==> config.mk <==
export PLATFORM = sky130hd
export DESIGN_NAME = clut_loader
export DESIGN_NICKNAME = d
export VERILOG_FILES = /design/src/rtl/clut_pkg.sv /design/src/rtl/clut_phase_fsm.sv /design/src/rtl/clut_depth_decode.sv /design/src/rtl/clut_loader.sv
export SDC_FILE = /design/constraint.sdc
export NUM_CORES = 1
export LEC_CHECK = 0
export BUFFER_PORTS_ARGS = -buffer_cell sky130_fd_sc_hd__buf_2
export CELL_PAD_IN_SITES_DETAIL_PLACEMENT = 1
export CELL_PAD_IN_SITES_GLOBAL_PLACEMENT = 2
export CORE_ASPECT_RATIO = 1.4
export CORE_MARGIN = 1.5
export CORE_UTILIZATION = 26
export CTS_CLUSTER_DIAMETER = 60
export DETAILED_ROUTE_END_ITERATION = 10
export PLACE_DENSITY_LB_ADDON = 0.1
export SYNTH_ARGS = -nofsm -noshare
export SYNTH_HDL_FRONTEND = slang
export SYNTH_HIERARCHICAL = 1
export SYNTH_SLANG_ARGS = --single-unit
==> constraint.sdc <==
create_clock -name clk -period 2.1 [get_ports clk]
set_clock_uncertainty 0.1 [all_clocks]
set_input_delay 0.105 -clock clk [delete_from_list [all_inputs] [get_ports clk]]
set_output_delay 0.105 -clock clk [all_outputs]
set_load 0.005 [all_outputs]
==> src/rtl/clut_pkg.sv <==
package clut_pkg;
    typedef enum logic [1:0] {
        PH_RED   = 2'd0,
        PH_GREEN = 2'd1,
        PH_BLUE  = 2'd2
    } phase_t;

    typedef enum logic [2:0] {
        DEPTH_1  = 3'd0,
        DEPTH_2  = 3'd1,
        DEPTH_4  = 3'd2,
        DEPTH_8  = 3'd3,
        DEPTH_24 = 3'd4
    } depth_t;

    localparam logic [7:0] CTRL_MASK = 8'h9F;
    localparam logic [7:0] CODE_D1   = 8'h80;
    localparam logic [7:0] CODE_D2   = 8'h88;
    localparam logic [7:0] CODE_D4   = 8'h90;
    localparam logic [7:0] CODE_D8   = 8'h98;
    localparam logic [7:0] CODE_D24  = 8'h9C;
endpackage

==> src/rtl/clut_phase_fsm.sv <==
module clut_phase_fsm
    import clut_pkg::*;
#(
    parameter int IDX_W  = 8,
    parameter int COMP_W = 8
) (
    input  logic                clk,
    input  logic                rst_n,
    input  logic                idx_load,
    input  logic [IDX_W-1:0]    idx_val,
    input  logic                comp_wr,
    input  logic [COMP_W-1:0]   comp_val,
    output logic                pal_we,
    output logic [IDX_W-1:0]    pal_idx,
    output logic [3*COMP_W-1:0] pal_rgb
);
    phase_t             state_q, state_d;
    logic [COMP_W-1:0]  red_q, grn_q;
    logic [IDX_W-1:0]   index_q;
    logic               commit;

    assign commit = comp_wr && (state_q == PH_BLUE);

    always_comb begin
        state_d = state_q;
        if (idx_load) begin
            state_d = PH_RED;
        end else if (comp_wr) begin
            unique case (state_q)
                PH_RED:   state_d = PH_GREEN;
                PH_GREEN: state_d = PH_BLUE;
                PH_BLUE:  state_d = PH_RED;
                default:  state_d = PH_RED;
            endcase
        end
    end

    always_ff @(posedge clk) begin
        if (!rst_n) state_q <= PH_RED;
        else        state_q <= state_d;
    end

    always_ff @(posedge clk) begin
        if (!rst_n) begin
            red_q   <= '0;
            grn_q   <= '0;
            index_q <= '0;
            pal_we  <= 1'b0;
            pal_idx <= '0;
            pal_rgb <= '0;
        end else begin
            pal_we <= commit;
            if (idx_load) begin
                index_q <= idx_val;
            end else if (comp_wr) begin
                unique case (state_q)
                    PH_RED:   red_q <= comp_val;
                    PH_GREEN: grn_q <= comp_val;
                    PH_BLUE: begin
                        pal_idx <= index_q;
                        pal_rgb <= {red_q, grn_q, comp_val};
                        index_q <= index_q + 1'b1;
                    end
                    default: ;
                endcase
            end
        end
    end

    assert_we_single_R7: assert property (@(posedge clk) disable iff (!rst_n)
        pal_we |=> !pal_we);
    assert_idx_step_R4: assert property (@(posedge clk) disable iff (!rst_n)
        commit |=> (index_q == $past(index_q) + 1'b1) && (pal_idx == $past(index_q)));
    assert_blue_leads_R3: assert property (@(posedge clk) disable iff (!rst_n)
        pal_we |-> ($past(state_q) == PH_BLUE) && (state_q == PH_RED));
endmodule

==> src/rtl/clut_depth_decode.sv <==
module clut_depth_decode
    import clut_pkg::*;
(
    input  logic       clk,
    input  logic       rst_n,
    input  logic       ctrl_wr,
    input  logic [7:0] ctrl_val,
    output logic [2:0] depth_mode
);
    logic [7:0] code;
    logic       hit;
    depth_t     sel;

    assign code = ctrl_val & CTRL_MASK;

    always_comb begin
        hit = 1'b1;
        sel = DEPTH_1;
        unique case (code)
            CODE_D1:  sel = DEPTH_1;
            CODE_D2:  sel = DEPTH_2;
            CODE_D4:  sel = DEPTH_4;
            CODE_D8:  sel = DEPTH_8;
            CODE_D24: sel = DEPTH_24;
            default:  hit = 1'b0;
        endcase
    end

    always_ff @(posedge clk) begin
        if (!rst_n)              depth_mode <= DEPTH_1;
        else if (ctrl_wr && hit) depth_mode <= sel;
    end

    assert_mode_range_R5: assert property (@(posedge clk) disable iff (!rst_n)
        depth_mode <= 3'd4);
    assert_mode_hold_R6: assert property (@(posedge clk) disable iff (!rst_n)
        (ctrl_wr && code != CODE_D1 && code != CODE_D2 && code != CODE_D4
         && code != CODE_D8 && code != CODE_D24) |=> $stable(depth_mode));
endmodule

==> src/rtl/clut_loader.sv <==
module clut_loader
    import clut_pkg::*;
#(
    parameter int ADDR_W = 8,
    parameter int DATA_W = 32,
    parameter int IDX_W  = 8,
    parameter int COMP_W = 8
) (
    input  logic                clk,
    input  logic                rst_n,
    input  logic                wr_en,
    input  logic                rd_en,
    input  logic [ADDR_W-1:0]   addr,
    input  logic [DATA_W-1:0]   wdata,
    output logic [DATA_W-1:0]   rdata,
    output logic                pal_we,
    output logic [IDX_W-1:0]    pal_idx,
    output logic [3*COMP_W-1:0] pal_rgb,
    output logic [2:0]          depth_mode
);
    localparam logic [ADDR_W-1:0] OFS_INDEX = ADDR_W'('h00);
    localparam logic [ADDR_W-1:0] OFS_COMP  = ADDR_W'('h10);
    localparam logic [ADDR_W-1:0] OFS_CTRL  = ADDR_W'('h20);

    logic idx_load, comp_wr, ctrl_wr, rd_unused;

    assign idx_load  = wr_en && (addr == OFS_INDEX);
    assign comp_wr   = wr_en && (addr == OFS_COMP);
    assign ctrl_wr   = wr_en && (addr == OFS_CTRL);
    assign rd_unused = rd_en;
    assign rdata     = '0;

    clut_phase_fsm #(.IDX_W(IDX_W), .COMP_W(COMP_W)) u_phase (
        .clk      (clk),
        .rst_n    (rst_n),
        .idx_load (idx_load),
        .idx_val  (wdata[IDX_W-1:0]),
        .comp_wr  (comp_wr),
        .comp_val (wdata[COMP_W-1:0]),
        .pal_we   (pal_we),
        .pal_idx  (pal_idx),
        .pal_rgb  (pal_rgb)
    );

    clut_depth_decode u_depth (
        .clk        (clk),
        .rst_n      (rst_n),
        .ctrl_wr    (ctrl_wr),
        .ctrl_val   (wdata[7:0]),
        .depth_mode (depth_mode)
    );

    always_comb begin
        assert_rdata_zero_R8: assert (rdata == '0 || rd_unused);
    end
endmodule

=== Word level (Yosys, flattened, before mapping) ===
Cells that the tools add are included.

* Add/subtract/negate cells: 1
* Equality and inequality tests: 9
* Mux-type cells: 6
* Bitwise logic cells: 2
* Reduce and logical (&&, ||, !) cells: 15

{| class="wikitable"
|+ Operator list
! operator !! number
|-
| $eq 6x6->1 const B || 5
|-
| $mux 8 || 3
|-
| $pmux 3 s4 || 1
|-
| $reduce_and 3->1 || 3
|-
| $add 8x1->8 const B || 1
|-
| $eq 8x5->1 const B || 1
|-
| $eq 8x6->1 const B || 1
|-
| $logic_not 8->1 || 1
|-
| $logic_and 1x1->1 || 5
|-
| $reduce_or 5->1 || 1
|-
| $pmux 2 s2 || 1
|-
| $reduce_bool 2->1 || 2
|-
| $eq 2x1->1 const B || 1
|-
| $eq 2x2->1 const B || 1
|-
| $logic_not 2->1 || 1
|-
| $not 1->1 || 2
|-
| $reduce_and 2->1 || 1
|-
| $reduce_or 2->1 || 1
|-
| $mux 1 || 1
|}

* Register bits: 62
* Input port bits: 44
* Output and inout port bits: 68
* Word-level logic and storage cells: 41

=== Longest topological paths before layout ===
Gate-level depths: netlist (run 1).

* Depth in word-level cells: 4
* Gate-level depth with buffers: 8
* Mapped depth without buffers: 5

=== Hierarchy ===
Netlist (run 1), hierarchy kept.

{| class="wikitable"
|+ Modules (own cells, without submodules)
! module !! times used !! cells an instance !! area an instance (um^2) !! sequential area each (um^2)
|-
| clut_phase_fsm || 1 || 268 || 2244.7 || 1181.1
|-
| clut_loader || 1 || 41 || 304.0 || 0.0
|-
| clut_depth_decode || 1 || 16 || 156.4 || 60.1
|}

=== Worst setup path after synthesis (run 1) ===
Ideal clock, no wire load.

* Kind: input-to-reg
* Start point: input port addr[1]
* End point: register u_phase.index_q[5]
* Setup time: 0.074 ns
* Arrival time: 1.493 ns
* Required time: 1.926 ns
* Slack: 0.433 ns
* Stages: 6
* Path buffers: 1
* Path through: nor4b_2 and4_1 buf_4 nand3b_4 or4_1 a31oi_1

* Cells in the longest elaborated chain, start to end: 4
* Elaborated cells between the ends (all ways): 8
* Those cells by class: eq/ne: 1; mux: 1; reduce/logical: 6

{| class="wikitable"
|+ RTL lines
! element !! line !! text
|-
| from (decl) || clut_loader.sv:13 || <nowiki>input logic [ADDR_W-1:0] addr,</nowiki>
|-
| $eq 8x5->1 || clut_loader.sv:28 || <nowiki>assign comp_wr = wr_en && (addr == OFS_COMP);</nowiki>
|-
| $logic_and 1x1->1 || clut_loader.sv:28 ||
|-
| named net comp_wr || clut_loader.sv:25 || <nowiki>logic idx_load, comp_wr, ctrl_wr, rd_unused;</nowiki>
|-
| $reduce_bool 2->1 (no source line) || - ||
|-
| $reduce_and 2->1 (no source line) || - ||
|-
| to (signal assigned) || clut_phase_fsm.sv:54 || <nowiki>index_q <= idx_val;</nowiki>
|-
| to (signal assigned) || clut_phase_fsm.sv:62 || <nowiki>index_q <= index_q + 1'b1;</nowiki>
|-
| to (decl) || clut_phase_fsm.sv:19 || <nowiki>logic [IDX_W-1:0] index_q;</nowiki>
|}

The timed path passes the listed nets, and every way through them passes these cells.
A chain may end at the register's enable or synchronous reset.

=== Worst setup path after layout (run 1) ===
* Start point: input port addr[1]
* End point: register u_phase.index_q[6]

Same word-level chain as after synthesis.

==> flow_summary.toml, run 1 <==
[sta]
grt_setup_unrepaired = "no"
final-hold-violation-count = 0
tns_ns = 0
clock.fmax_mhz = 601
whs_ns = 0.00375
slew_viol_final = 0
setup_viol_count_final = 0
post-route-period-util_pct = 79.2
period_needed_ns = 1.66

[min_path]
hold_path_class = "in2reg"
hp-start = "wdata[7]"

[synthesis]
synthArstFlopShare_pct = 0
yosys.cell_count.top_type = "nand2_1"
synth_adder_area_share_pct = 0.463
yosys_warnings = 6
ys_top_cells_by_area = "dfxtp_1 (46%), nand2_1 (12%), buf_4 (9.2%)"
synth-xor-area-share_pct = 0.648
ys.flop_type = "dfxtp_1"
synth_compound_area_share_pct = 13.4
synth_common_cells = "nand2_1 (83), dfxtp_1 (62), a21oi_1 (44)"
seq_area_frac_synth_pct = 45.9
synth_edf_count = 0
synth_top_area_share_pct = 45.9
synth_top_family_by_area = "simple AND/OR/NAND/NOR gates"
syn_area_um2 = 2710
synthCells = 325
ys_seq_elements = 62
yosysTopAreaCell = "dfxtp_1"
synth_area_per_cell_um2 = 8.32
yosys.area_share.simple_pct = 22.9
synth_mux_area_share_pct = 3.75
synthDistinctLibCells = 36

[critical_path]
crit_chain = "buf_2 -> nor4b_2 -> and4_1 -> buf_4 -> nand4b_1 -> or3_1 -> a31oi_1"
slowest_delay_ns = 0.42
start_kind = "input port"
crit_type = "in2reg"
worstPathArrival_ns = 1.82
worstReg2RegStart = "u_phase/state_q[1]"
worst_path_max_delay_cell = "or3_1"
cp-startpoint = "addr[1]"
required_ns = 2.25
cp-end-kind = "register"
crit_fanout = 6

[global_routing]
grt_pass1_wl_mm = 11.4
grt_pass1_vias = 2166
grt-ovfl-total = 0
track_usage_pct = 14.1
grt_max_degree = 38
antenna_found_initial = 0

[drt]
drc = 0
vias = 2264
via_per_inst = 4.37
dr.pass1.iters = 4
drt-total-wl_mm = 7.21
ant_nets = 0
drt_iter0_markers = 62
wl_per_cell_um = 13.9

[clocking]
clockBufferDepth = 2
cts_buffers = 9
clk_pin_slew_ns = 0.05
cts_resized = 0
cts.sinks = 62
postCtsHoldBufs = 3
cts_setup_buffers = 0
htree_num_levels = 3
clock_latency_ns = 0.32
cts_tree = "yes"
clock-root-buffer = "clkbuf_16"

[power]
ir_drop_uv = 345
power_density_nw_per_um2 = 794
p_leak_nw = 1.34

[die]
num_io_pins = 112
start_util_pct = 27.0
coreArea_um2 = 10000
num_rows = 43
dieHeight_um = 124
fp.dieW_um = 89.2
die_area_um2 = 11000

[cells_and_area]
regArea_um2 = 1240
multi_input_area_um2 = 1240
drive_above_1_share_pct = 21.7
fill_cells = 1235
num_antenna_cells = 0
layout.nets = 425
syn2layout_area_growth_pct = 23.3

[placement]
gp_congestion = 0.720
port-buffer-count = 54
hpwl_mm = 5.01

[run_status]
status = "finished clean"

[flow_run]
drv_cap = 0
cells by family (layout without fill, tap and decap cells):
family,after synthesis,after routing
and+or+nand+nor,126,126
AOI/OAI and AO/OA,68,68
DFF,62,62
buffers and inverters,55,82
muxes,10,10
xor gates and xnor gates,2,2
adders and majority gates,1,1
other,1,32
cell type report:
type,count,area share [%]
Inverter,3,0.338
Tap cell,135,5.07
Sequential cell,62,37.2
Multi-Input combinational cell,239,37.2
Clock buffer,13,8.11
Timing Repair Buffer,65,11.9
Clock inverter,1,0.150
routing by layer:
layer	track usage [%]	routed length [um]	up-vias	share of wire [%]
li1	-	-	1140	-
met1	16.8	3160	1066	44
met2	23.6	3630	51	50
met3	3.64	290	7	4.0
met4	6.35	132	0	1.8
met5	0	0	-	0
path summary, 6_finish.rpt:
path              cells after the start             endpoint  slack (ns)
hold / removal                        3     u_phase/red_q[7]       0.004
setup / recovery                      7   u_phase/index_q[6]        0.44
setup reg to reg                      3     u_phase/red_q[7]        0.48
hold reg to reg                       2  u_phase/pal_rgb[21]        0.35
critical path: cells and delay by family:
kind / cells / cell delay [ns]
buf+inv: 2 / 0.29
simple gates: 4 / 1.24
compound gates: 1 / 0.17
layout by cell type (no fill, tap or decap):
cell | synthesis | layout
clkbuf_16 | 0 | 9
nor4b_2 | 2 | 2
nor3b_1 | 2 | 2
nand4_1 | 2 | 2
a31oi_1 | 6 | 6
or4b_1 | 1 | 1
mux2_2 | 1 | 1
dlygate4sd3_1 | 0 | 3
clkbuf_8 | 0 | 3
nand3b_1 | 2 | 2
dfxtp_1 | 62 | 62
inv_1 | 3 | 3
a21boi_1 | 2 | 2
xor2_1 | 2 | 2
nand3b_4 | 1 | 1
or4_1 | 2 | 2
o21ai_0 | 12 | 12
mux2i_1 | 9 | 9
nor2_1 | 14 | 14
nand4bb_1 | 2 | 2
buf_2 | 7 | 54
conb_1 | 1 | 32
buf_12 | 0 | 3
ha_1 | 1 | 1
o31ai_1 | 4 | 4
nand2_1 | 83 | 83
buf_4 | 33 | 5
nor4bb_2 | 0 | 1
and4_1 | 2 | 2
nor2b_1 | 2 | 2
a21oi_1 | 44 | 44
nor3_1 | 1 | 1
nand4b_1 | 1 | 1
clkinv_2 | 0 | 1
and3_2 | 1 | 1
clkbuf_1 | 10 | 1
and4bb_2 | 2 | 2
nand3_1 | 2 | 2
or3_1 | 3 | 3
report_power, final:
| part | leakage (nW) | total, W | internal (W) | switching, W |
|---|---|---|---|---|
| sequential | 0.499 | 0.00118 | 0.00118 | 0.000000661 |
| clock | 0.138 | 0.00137 | 0.000879 | 0.000496 |
| combinational | 0.706 | 0.0000933 | 0.0000284 | 0.0000649 |
sequential cells by signal, summed over array words and instances, names as in the netlist:
signal / flops
u_phase/pal_idx: 8
u_phase/pal_rgb: 24
u_phase/grn_q: 8
u_phase/pal_we: 1
u_phase/state_q: 2
u_phase/red_q: 8
u_depth/depth_mode: 3
u_phase/index_q: 8
metrics by stage:
step	util (%)	power (W)	std cells	worst slack [ns]	area (um2)
after floorplan	-	0.00129	356	0.433	2820
after global placement	30.3	0.00129	501	0.0754	3030
after detailed placement	30.3	0.00129	501	0.0565	3030
after CTS	33.3	0.00270	518	0.391	3330
after global routing	33.3	0.00276	518	0.266	3330
final	33.3	0.00265	518	0.436	3330
No activity file was read; power rests on OpenSTA's default activity.
==> run 2: changes to the inputs <==
--- a/config.mk
+++ b/config.mk
@@ -5,12 +5,13 @@
 export SDC_FILE = /design/constraint.sdc
 export NUM_CORES = 1
 export LEC_CHECK = 0
+export ABC_AREA = 1
 export BUFFER_PORTS_ARGS = -buffer_cell sky130_fd_sc_hd__buf_2
 export CELL_PAD_IN_SITES_DETAIL_PLACEMENT = 1
 export CELL_PAD_IN_SITES_GLOBAL_PLACEMENT = 2
 export CORE_ASPECT_RATIO = 1.4
 export CORE_MARGIN = 1.5
-export CORE_UTILIZATION = 26
+export CORE_UTILIZATION = 23
 export CTS_CLUSTER_DIAMETER = 60
 export DETAILED_ROUTE_END_ITERATION = 10
 export PLACE_DENSITY_LB_ADDON = 0.1
==> constraint.sdc (replaced) <==
create_clock -name clk -period 1.53 [get_ports clk]
set_clock_uncertainty 0.1 [all_clocks]
set_input_delay 0.0765 -clock clk [delete_from_list [all_inputs] [get_ports clk]]
set_output_delay 0.0765 -clock clk [all_outputs]
set_load 0.005 [all_outputs]
==> flow_summary.toml, run 2 <==
[run_status]
status = "finished clean"

[synthesis]
synthArstFlopShare_pct = 0
ys.flop_type = "dfxtp_1"
synthDistinctLibCells = 31
synth_common_cells = "nor2_1 (110), dfxtp_1 (62), o21ai_0 (35)"
ys_seq_elements = 62
synth_top_area_share_pct = 44.5
synth_edf_count = 0
ys_top_cells_by_area = "dfxtp_1 (45%), nor2_1 (15%), buf_4 (8.6%)"
seq_area_frac_synth_pct = 44.5
synthCells = 374
yosysTopAreaCell = "dfxtp_1"
yosys_warnings = 6
yosys.cell_count.top_type = "nor2_1"
syn_area_um2 = 2790
synth_area_per_cell_um2 = 7.45

[placement]
dp.cells = 583
hpwl_mm = 6.03
gp_congestion = 0.732
port-buffer-count = 54

[global_routing]
grt_pass1_vias = 2579
antenna_found_initial = 0
track_usage_pct = 13.7
grt_pass1_wl_mm = 13.0
grt-ovfl-total = 0
grt_max_degree = 43

[cells_and_area]
largest_reg_flops = 24
final_cell_mix = "nor2_1 (110), dfxtp_1 (61), buf_2 (54)"
syn2layout_area_growth_pct = 26.0
num_antenna_cells = 0
layout.nets = 495
finalNonFillerCells = 601
drive_above_1_share_pct = 23.3
mostFrequentLayoutCell = "nor2_1"
fill_cells = 1471
regMostFlops = "u_phase/pal_rgb"

[die]
fp.dieW_um = 96.0
coreArea_um2 = 11800
num_io_pins = 112
num_rows = 47
start_util_pct = 23.6
dieHeight_um = 133
die_area_um2 = 12800

[critical_path]
crit_path_frequent_cell = "nor2_1"
crit_fanout = 5
crit_type = "reg2reg"
crit_buf_inv = 2
cp-end-kind = "register"
worstPathArrival_ns = 1.50
start_kind = "register"
slowest_delay_ns = 0.35
cp_top_family = "simple AND/OR/NAND/NOR gates"
worst_path_max_delay_cell = "dfxtp_1"
required_ns = 1.64
crit_chain = "inv_2 -> nor2_1 -> nand2_1 -> buf_4 -> o21ai_0 -> nor2_1"

[sta]
clock.fmax_mhz = 718
setup_viol_count_final = 0
final-hold-violation-count = 0
slew_viol_final = 0
tns_ns = 0
period_needed_ns = 1.39
post-route-period-util_pct = 91.0
grt_setup_unrepaired = "no"

[power]
power_w = 0.00352
p_leak_nw = 1.70
power_density_nw_per_um2 = 1000
ir_drop_uv = 389

[clocking]
htree_num_levels = 3
clock_latency_ns = 0.32
cts_setup_buffers = 0
cts_buffers = 9
clockBufferDepth = 2
clk_pin_slew_ns = 0.05
clock-root-buffer = "clkbuf_16"
cts_tree = "yes"
cts.sinks = 62

[drt]
vias = 2500
via_per_inst = 4.16
ant_nets = 0
drt-total-wl_mm = 8.24
drt_iter0_markers = 49
wl_per_cell_um = 13.7
drc = 0
dr.pass1.iters = 4

[min_path]
hold_path_class = "in2reg"

[flow_run]
drv_cap = 0
==> run 2: final timing paths <==
| check | from | end | slack [ns] | cells past startpoint |
|---|---|---|---|---|
| worst max-delay path | u_phase/state_q[0] | u_phase/grn_q[1] | 0.14 | 6 |
| worst min-delay path | wdata[1] | u_phase/pal_rgb[1] | 0.02 | 3 |
| worst max register to register | u_phase/state_q[0] | u_phase/grn_q[1] | 0.14 | 6 |
| worst min register to register | u_phase/pal_idx[4] | u_phase/pal_idx[4] | 0.38 | 2 |
==> run 2: through the flow <==
stage	utilization (%)	hold WS (ns)	worst slack, ns	instance area, um2
after global routing	29.7	0.0260	0.0322	3510
after detailed placement	27.3	0.324	-0.146	3230
after CTS	29.7	0.00956	0.102	3510
after floorplan	-	0.0969	0.0824	2900
final	29.7	0.0176	0.137	3510
after global placement	27.3	0.317	-0.0835	3230
==> run 2: power breakdown <==
group | leakage [nW] | internal [W] | switching, W | total (W)
logic | 1.07 | 0.0000459 | 0.000101 | 0.000146
clock network | 0.123 | 0.00108 | 0.000672 | 0.00175
registers | 0.500 | 0.00162 | 0.000000603 | 0.00162
==> run 2: worst register-to-register path, cell delays in order, from the launching register on <==
cell and delay, ns:
dfxtp_1 0.35, inv_2 0.08, nor2_1 0.14, nand2_1 0.19
buf_4 0.19, o21ai_0 0.17, nor2_1 0.06
==> run 2: final cells by class <==
cell class / count / area, um2 / share of cell area (%)
Inverter: 21 / 78.8 / 2.24
Sequential cell: 62 / 1240 / 35.4
Clock inverter: 2 / 10.0 / 0.285
Timing Repair Buffer: 79 / 503 / 14.3
Multi-Input combinational cell: 277 / 1250 / 35.7
Clock buffer: 13 / 240 / 6.84
Tap cell: 147 / 184 / 5.24
==> run 2: cell families (layout without fill, tap and decap cells) <==
logic type      count (synthesis)  count (layout)  synth area share, %
xor+xnor                        2               2                0.628
compound gates                 69              69                 12.9
simple gates                  173             173                 26.8
other cells                     1              32                0.135
flops                          62              62                 44.5
fa+ha+maj                       1               1                0.449
buf+inv                        66             115                 14.6
==> run 2: per-layer routing <==
layer  vias up  global-route usage (%)  routed length [um]
li1       1274                       -                   -
met1      1167                    16.3                3680
met2        52                    23.5                4150
met3         7                    2.80                 279
met4         0                    5.39                 129
met5         -                       0                   0
==> run 2: repair_timing <==
| item | in CTS | in global routing |
|---|---|---|
| gates resized for setup | 0 | 2 |
| hold buffers | 3 | 0 |
| endpoints found under the hold margin | 6 | 0 |
| endpoints found under the setup margin | 0 | 1 |
